**src/rtl/picu_pkg.sv**
```systemverilog
package picu_pkg;
  localparam int NPER     = 14;
  localparam int NNMI     = 3;
  localparam int NSLOT    = NPER + 2;
  localparam int IDX_W    = $clog2(NSLOT);
  localparam int VEC_W    = 16;
  localparam int SLOT_NMI = NPER;
  localparam int SLOT_RST = NPER + 1;

  typedef enum logic [1:0] {
    ST_IDLE = 2'd0,
    ST_HELD = 2'd1,
    ST_BUSY = 2'd2
  } picu_st_t;
endpackage

```
**src/rtl/picu_cand.sv**
```systemverilog
module picu_cand
  import picu_pkg::*;
(
  input  logic [NPER-1:0]  per_flag,
  input  logic [NPER-1:0]  per_en,
  input  logic             gie,
  input  logic [NNMI-1:0]  nmi_flag,
  input  logic [NNMI-1:0]  nmi_en,
  output logic [NSLOT-1:0] cand
);
  // peripheral slots: own enable and global enable
  for (genvar i = 0; i < NPER; i++) begin : g_per
    assign cand[i] = per_flag[i] & per_en[i] & gie;
  end
  // non-maskable group: own enables only
  assign cand[SLOT_NMI] = |(nmi_flag & nmi_en);
  // reset slot is raised only by the sequencer's reset state
  assign cand[SLOT_RST] = 1'b0;
endmodule

```
**src/rtl/picu_prio.sv**
```systemverilog
module picu_prio
  import picu_pkg::*;
(
  input  logic [NSLOT-1:0] cand,
  output logic             any,
  output logic [IDX_W-1:0] win
);
  always_comb begin
    any = 1'b0;
    win = '0;
    for (int i = 0; i < NSLOT; i++) begin
      if (cand[i]) begin
        any = 1'b1;
        win = IDX_W'(i);
      end
    end
  end
endmodule

```
**src/rtl/picu_seq.sv**
```systemverilog
module picu_seq
  import picu_pkg::*;
#(
  parameter int              ACCEPT_CYC  = 6,
  parameter logic [NPER-1:0] SINGLE_MASK = 14'h0F0F
) (
  input  logic             clk,
  input  logic             rst_n,
  input  logic             strobe,
  input  logic             any,
  input  logic [IDX_W-1:0] win,
  input  logic             ack,
  output picu_st_t         st,
  output logic [IDX_W-1:0] idx,
  output logic [NPER-1:0]  clr
);
  localparam int CNT_W = $clog2(ACCEPT_CYC + 1);
  localparam logic [NSLOT-1:0] MASK_X = {2'b00, SINGLE_MASK};

  picu_st_t          st_n;
  logic [IDX_W-1:0]  idx_n;
  logic [CNT_W-1:0]  cnt, cnt_n;
  logic [NSLOT-1:0]  clr_full;
  logic [NPER-1:0]   clr_n;

  always_comb begin
    st_n     = st;
    idx_n    = idx;
    cnt_n    = cnt;
    clr_full = '0;
    case (st)
      ST_IDLE: begin
        if (strobe && any) begin
          st_n  = ST_HELD;
          idx_n = win;
        end
      end
      ST_HELD: begin
        if (ack) begin
          st_n  = ST_BUSY;
          cnt_n = CNT_W'(ACCEPT_CYC - 1);
          if (MASK_X[idx]) clr_full = NSLOT'(1) << idx;
        end
      end
      ST_BUSY: begin
        if (cnt == '0) st_n = ST_IDLE;
        else           cnt_n = cnt - CNT_W'(1);
      end
      default: st_n = ST_IDLE;
    endcase
    clr_n = clr_full[NPER-1:0];
  end

  always_ff @(posedge clk or negedge rst_n) begin
    if (!rst_n) begin
      st  <= ST_HELD;
      idx <= IDX_W'(SLOT_RST);
      cnt <= '0;
      clr <= '0;
    end else begin
      st  <= st_n;
      idx <= idx_n;
      cnt <= cnt_n;
      clr <= clr_n;
    end
  end
endmodule

```
**src/rtl/picu_top.sv**
```systemverilog
module picu_top
  import picu_pkg::*;
#(
  parameter int              ACCEPT_CYC  = 6,
  parameter logic [NPER-1:0] SINGLE_MASK = 14'h0F0F,
  parameter logic [15:0]     VEC_BASE    = 16'hFFE0
) (
  input  logic            clk,
  input  logic            rst_n,
  input  logic            insn_bnd,
  input  logic            gie,
  input  logic [13:0]     per_flag,
  input  logic [13:0]     per_en,
  input  logic [2:0]      nmi_flag,
  input  logic [2:0]      nmi_en,
  input  logic            irq_ack,
  output logic            irq_req,
  output logic [15:0]     irq_vec,
  output logic            nmi_act,
  output logic [13:0]     src_clr
);
  logic [1:0]       rst_sync;
  logic             rst_int_n;
  logic [NSLOT-1:0] cand;
  logic             any;
  logic [IDX_W-1:0] win;
  picu_st_t         st;
  logic [IDX_W-1:0] idx;

  // asynchronous assertion, synchronous release
  always_ff @(posedge clk or negedge rst_n) begin
    if (!rst_n) rst_sync <= '0;
    else        rst_sync <= {rst_sync[0], 1'b1};
  end
  assign rst_int_n = rst_sync[1];

  picu_cand u_cand (
    .per_flag (per_flag),
    .per_en   (per_en),
    .gie      (gie),
    .nmi_flag (nmi_flag),
    .nmi_en   (nmi_en),
    .cand     (cand)
  );

  picu_prio u_prio (
    .cand (cand),
    .any  (any),
    .win  (win)
  );

  picu_seq #(
    .ACCEPT_CYC  (ACCEPT_CYC),
    .SINGLE_MASK (SINGLE_MASK)
  ) u_seq (
    .clk    (clk),
    .rst_n  (rst_int_n),
    .strobe (insn_bnd),
    .any    (any),
    .win    (win),
    .ack    (irq_ack),
    .st     (st),
    .idx    (idx),
    .clr    (src_clr)
  );

  assign irq_req = (st == ST_HELD);
  assign irq_vec = VEC_BASE + (VEC_W'(idx) << 1);
  assign nmi_act = irq_req && (idx == IDX_W'(SLOT_NMI));
endmodule

```
**config.mk**
```make
export PLATFORM = sky130hd
export DESIGN_NAME = picu_top
export DESIGN_NICKNAME = d
export VERILOG_FILES = /design/src/rtl/picu_pkg.sv /design/src/rtl/picu_cand.sv /design/src/rtl/picu_prio.sv /design/src/rtl/picu_seq.sv /design/src/rtl/picu_top.sv
export SDC_FILE = /design/constraint.sdc
export NUM_CORES = 1
export LEC_CHECK = 0
export ABC_CLOCK_PERIOD_IN_PS = 1000
export CAP_MARGIN = 20
export CORE_MARGIN = 3
export CORE_UTILIZATION = 34
export DETAILED_ROUTE_END_ITERATION = 6
export PLACE_DENSITY = 0.71
export SLEW_MARGIN = 5
export SYNTH_ARGS = -nofsm -noshare
export SYNTH_HDL_FRONTEND = slang
export SYNTH_SLANG_ARGS = --single-unit
```
**constraint.sdc**
```tcl
create_clock -name clk -period 1 [get_ports clk]
set_input_delay 0.2 -clock clk [delete_from_list [all_inputs] [get_ports clk]]
set_output_delay 0.2 -clock clk [all_outputs]
set_load 0.005 [all_outputs]
```
# Word-level counts from Yosys, hierarchy flattened
# Memories as Yosys holds them, arrays and structs flattened.
# Index checks and enable logic that the tools add are counted.
# W data, S select, Z words.
op_classes:
  n_reduce_logical: 9
  mux: 40
  bitwise: 29
  order_cmp: 1
  shifts: 1
  n_addsub: 2
  n_eq_ne: 7
op_table:
  columns: ["op", "n"]
  rows:
  - ["$mux W14", 3]
  - ["$and A1 B1 Y1", 28]
  - ["$mux W4", 7]
  - ["$mux W3", 6]
  - ["$mux W1", 17]
  - ["$shl A1 B4 Y14 const A", 1]
  - ["$mux W2", 5]
  - ["$add A6 B6 Y7 const A", 1]
  - ["$pmux W2 S3", 1]
  - ["$pmux W3 S2", 1]
  - ["$reduce_and A3 Y1", 2]
  - ["$lt A4 B5 Y1 const B", 1]
  - ["$eq A4 B4 Y1 const B", 1]
  - ["$ne A2 B1 Y1 const B", 2]
  - ["$ne A2 B2 Y1 const B", 2]
  - ["$and A3 B3 Y3", 1]
  - ["$logic_not A3 Y1", 1]
  - ["$reduce_or A3 Y1", 1]
  - ["$sub A3 B1 Y3 const B", 1]
  - ["$eq A2 B1 Y1 const B", 1]
  - ["$eq A2 B2 Y1 const B", 1]
  - ["$logic_and A1 B1 Y1", 2]
  - ["$logic_not A2 Y1", 1]
  - ["$reduce_and A2 Y1", 1]
  - ["$reduce_bool A2 Y1", 1]
totals:
  romBits: 16
  in_bits: 39
  mem_count: 1
  output_inout_bits: 32
  reg_bits: 25
mem_list:
  columns: ["name", "depth", "word_bits", "rd", "rd_clocked_by_memory_dff", "write_ports", "line", "rtl"]
  rows:
  - ["(name not given)", 16, 1, 1, 0, 0, "picu_seq.sv:42", "if (MASK_X[idx]) clr_full = NSLOT'(1) << idx;"]

# Depth between registers and ports, before layout
logic_depth:
  word_depth: 20
  ltp_mapped: 6

# By module
# A second synthesis with hierarchy kept.
hier_totals:
  hier_cells: 134
  area_unflattened_um2: 1340.0
by_module_without_submodules:
  columns: ["module", "cells_each", "area_each_um2", "seq_area_each_um2", "n_inst"]
  rows:
  - ["picu_seq", 67, 887.1, 581.8, 1]
  - ["picu_top", 19, 171.4, 50.0, 1]
  - ["picu_prio", 29, 161.4, 0.0, 1]
  - ["picu_cand", 19, 120.1, 0.0, 1]

# Least setup slack after synthesis
# OpenSTA, ideal clock, no wires.
synth_timing:
  path_kind: "input to register"
  startpoint: "input port per_flag[5]"
  endpoint: "register u_seq.idx[0]"
  arrival_time_ns: 1.309
  path_slack_ns: -0.392
  stages: 4
  path_buffers: 0
  cell_sequence: "a22o_4 -> o41ai_4 -> a41oi_2 -> mux2_2"
synth_between:
  elab_chain_cells: 14
  elab_cells_between_ends: 24
  classes_between: "20 x mux; 2 x bitwise; 2 x reduce/logical"
synth_lines:
  columns: ["item", "line", "rtl"]
  rows:
  - ["start, declared", "picu_top.sv:12", "input logic [13:0] per_flag,"]
  - ["$and A1 B1 Y1 * (2 in series)", "picu_cand.sv:13", "assign cand[i] = per_flag[i] & per_en[i] & gie;"]
  - ["$mux W1 (10 in series)", "picu_prio.sv:12", "if (cand[i]) begin"]
  - ["$logic_and A1 B1 Y1", "picu_seq.sv:33", "if (strobe && any) begin"]
  - ["$reduce_and A2 Y1 (no source line)", null, null]
  - ["end signal, assigned", "picu_seq.sv:57", "idx <= IDX_W'(SLOT_RST);"]
  - ["end signal, assigned", "picu_seq.sv:62", "idx <= idx_n;"]
  - ["end, declared", "picu_seq.sv:14", "output logic [IDX_W-1:0] idx,"]
# Mark *: on every way between the ends. The rest lies on a longest branch, timed or not.
# A chain may end at the register's enable or synchronous reset.

# Worst setup path after layout
layout_timing:
  startpoint: "register u_seq.st[0]"
  endpoint: "output port nmi_act"
layout_between:
  elab_chain_cells: 2
layout_lines:
  columns: ["item", "line", "rtl"]
  rows:
  - ["start, declared", "picu_seq.sv:13", "output picu_st_t st,"]
  - ["start signal, assigned", "picu_seq.sv:61", "st <= st_n;"]
  - ["$eq A2 B1 Y1", "picu_top.sv:67", "assign irq_req = (st == ST_HELD);"]
  - ["$logic_and A1 B1 Y1", "picu_top.sv:69", "assign nmi_act = irq_req && (idx == IDX_W'(SLOT_NMI));"]
  - ["end, declared", "picu_top.sv:19", "output logic nmi_act,"]
# Every way passes these cells.

==> results.py <==
metrics = {
    "outcome": {
        "status": "complete, but fails checks",
        "violations": "setup timing",
    },
    "sta": {
        "setup_viol": 23,
        "fin_setup_tns_ns": -6.660,
        "worst_slack_ns": -0.4130,
        "rsz0062_at_grt": "true",
        "finalHoldViolCount": 0,
        "fin_crit_sh": 1.413,
        "slew_violations": 0,
        "fin_skew_ns": 0.001660,
        "max_freq_ghz": 0.7077,
        "period_minus_slack_ns": 1.413,
    },
    "global_route": {
        "met3_usage": 0.02829,
        "grt_use_met2": 0.3485,
        "antenna_found_initial": 0,
        "grt_busiest_layer": "met2",
        "grt_overflow": 0,
        "grt_pass1_wl_microns": 5885,
        "grt_usage": 0.1734,
        "grt_pass1_vias": 1308,
        "gr-usage-met1": 0.1828,
        "grt_max_degree": 24,
    },
    "synthesis": {
        "ys_ff_latch": 25,
        "synth-seq-area-share": 0.4941,
        "synth_edf_count": 0,
        "async_flop_share": 1.000,
        "dominantRegCellSynth": "dfrtp_1",
        "netlist_area_sq_mm": 0.001279,
        "synth_cell_types": 38,
        "synth.avg_cell_area_sq_um": 10.23,
        "yosys_warnings": 0,
        "synth_cells": 125,
    },
    "routing": {
        "drc": 0,
        "vias_per_cell": 4.834,
        "wirelength_microns": 4008,
        "first_iter_violations": 52,
        "firstDrtPassIters": 4,
        "wl_per_cell_microns": 14.47,
        "vias": 1339,
        "ant_nets": 0,
    },
    "cts": {
        "ctsHtreeMaxLevel": 1,
        "cts-buffers-inserted": 3,
        "numClockSinks": 25,
        "cts_root_buffer": "clkbuf_8",
        "max-clock-path-buffers": 2,
        "cts_hold_buf": 0,
        "clkTransAtPathRegs_ns": 0.09,
        "cts_tree": "built",
        "clk_latency_ns": 0.27,
    },
    "place": {
        "dp_slack_ns": -0.9346,
        "globalplace.congestion": 0.8104,
        "dp_cells": 263,
        "dpl-instance-area_sq_mm": 0.002147,
        "hpwl_microns": 2819,
        "numPortBuffers": 58,
    },
    "cells_and_area": {
        "fin_cells": 277,
        "nFillCells": 292,
        "n_antenna_cell": 0,
        "drive_gt1_frac": 0.5455,
        "nNetsFinal": 273,
        "fin_area_sq_mm": 0.002365,
        "synthToLayoutAreaGrowth_pct": 84.93,
    },
    "critical_path": {
        "path_class": "register to output pin",
        "rrSetupSlack_ns": -0.41,
        "worstPathArrival_ns": 1.21,
        "cp_max_fo": 3,
        "critPathLaunchType": "register",
        "required_ns": 0.80,
        "end_kind": "output pin",
    },
    "pwr": {
        "p_total_mw": 4.608,
        "ir_worst_vdd_mv": 0.7985,
        "powerDensity_mw_per_mm2": 1948,
        "leakage_nw": 1.160,
    },
    "floorplan": {
        "die_h_microns": 67.33,
        "core_sq_mm": 0.003468,
        "die-width_microns": 67.33,
        "io_pins": 71,
        "dieArea_sq_mm": 0.004533,
        "rows": 21,
        "start_util": 0.3687,
    },
    "hold_path": {
        "hold_path_class": "input port to async pin",
    },
    "run": {
        "maxCapViolCount": 0,
    },
}
-- layout by cell type (no fill, tap or decap), drive strengths merged, types with 4 or more instances in the layout --
cell / Yosys / layout
o21ai: 5 / 5
nor2: 9 / 9
a22o: 5 / 5
nand3: 4 / 4
buf: 12 / 70
nor3: 5 / 5
dlygate4sd2: 0 / 15
clkbuf: 1 / 7
dfrtp: 20 / 20
inv: 5 / 5
a21oi: 4 / 4
clkdlybuf4s50: 0 / 5
conb: 2 / 19
nand2: 16 / 16
dfstp: 5 / 5
-- stage by stage --
| step | hold WS [ns] | utilization |
|---|---|---|
| floorplan | -0.09559 | - |
| global placement | 0.2093 | 0.6190 |
| detailed placement | 0.2238 | 0.6190 |
| CTS | 0.09326 | 0.6429 |
| global route | 0.08549 | 0.6818 |
| finish | 0.08497 | 0.6818 |
-- area by class of cell --
class	instances	area (sq um)	share of cell area
inverter	5	21.27	0.008995
timing repair buffer	98	775.7	0.3280
tap	46	57.56	0.02434
clock buffer	3	41.29	0.01746
multi-input combinational	99	829.5	0.3508
clock inverter	1	7.507	0.003175
sequential	25	631.9	0.2672
-- critical path, stage by stage (launching register included) --
cell	delay, ns
dfstp_2	0.57
nand2b_4	0.07
nor3_4	0.16
buf_2	0.13
-- final timing paths --
kind | cells after the start | endpoint | start
max | 3 | nmi_act | u_seq.st[0]$_DFFE_PN1P_
max in group asynchronous | 1 | u_seq.idx[0]$_DFFE_PN1P_ | rst_sync[1]$_DFF_PN0_
min in group clk | 0 | rst_sync[1]$_DFF_PN0_ | rst_sync[0]$_DFF_PN0_
min | 1 | rst_sync[0]$_DFF_PN0_ | rst_n
min reg2reg | 1 | u_seq.clr[12]$_DFF_PN0_ | rst_sync[1]$_DFF_PN0_
max reg2reg | 5 | u_seq.idx[0]$_DFFE_PN1P_ | u_seq.st[0]$_DFFE_PN1P_
-- routing by layer --
metal	up-vias	share of wire
met2	57	0.55
met5	-	0
met4	0	0.029
met1	638	0.36
met3	10	0.060
li1	634	-
-- power breakdown --
group,switching (mW),internal [mW],leakage (nW),total (mW)
logic,1.23,1.38,0.836,2.61
clock network,0.324,0.282,0.0217,0.607
registers,0.137,1.25,0.303,1.39
-- synth_stat cells, types with 2 or more instances --
master / count / share of area
ha_1: 2 / 0.020
dfstp_2: 5 / 0.10
a22o_1: 2 / 0.014
a31oi_1: 2 / 0.0098
nand2_1: 16 / 0.047
nand3_1: 4 / 0.016
a21oi_1: 4 / 0.016
o21ai_0: 5 / 0.020
inv_1: 5 / 0.015
buf_4: 12 / 0.070
a22o_2: 2 / 0.016
a22oi_1: 3 / 0.018
conb_1: 2 / 0.0059
nor2_1: 9 / 0.026
o211ai_1: 2 / 0.012
a41oi_1: 2 / 0.014
nand2b_1: 3 / 0.015
nor4_1: 2 / 0.0098
nor3_1: 5 / 0.020
dfrtp_1: 20 / 0.39
-- kinds of logic after synthesis --
family                     share of synthesized area
muxes                                       0.008806
other                                       0.005873
AOI/OAI and AO/OA                             0.2202
buffers and inverters                        0.08806
xor gates and xnor gates                    0.006851
and+or+nand+nor                               0.1566
adders and majority gates                    0.01957
DFF                                           0.4941
-- timing repair --
action,in CTS,in global routing
buffers inserted,7,5
pin swaps,12,7
gates resized for setup,179,33
setup endpoints to repair,37,23
-- registers in the layout, summed over array words and instances (netlist names) --
| register | cells |
|---|---|
| u_seq.cnt | 3 |
| u_seq.st | 2 |
| u_seq.idx | 4 |
| rst_sync | 2 |
| u_seq.clr | 14 |
Power figures use the tool's default switching activity.
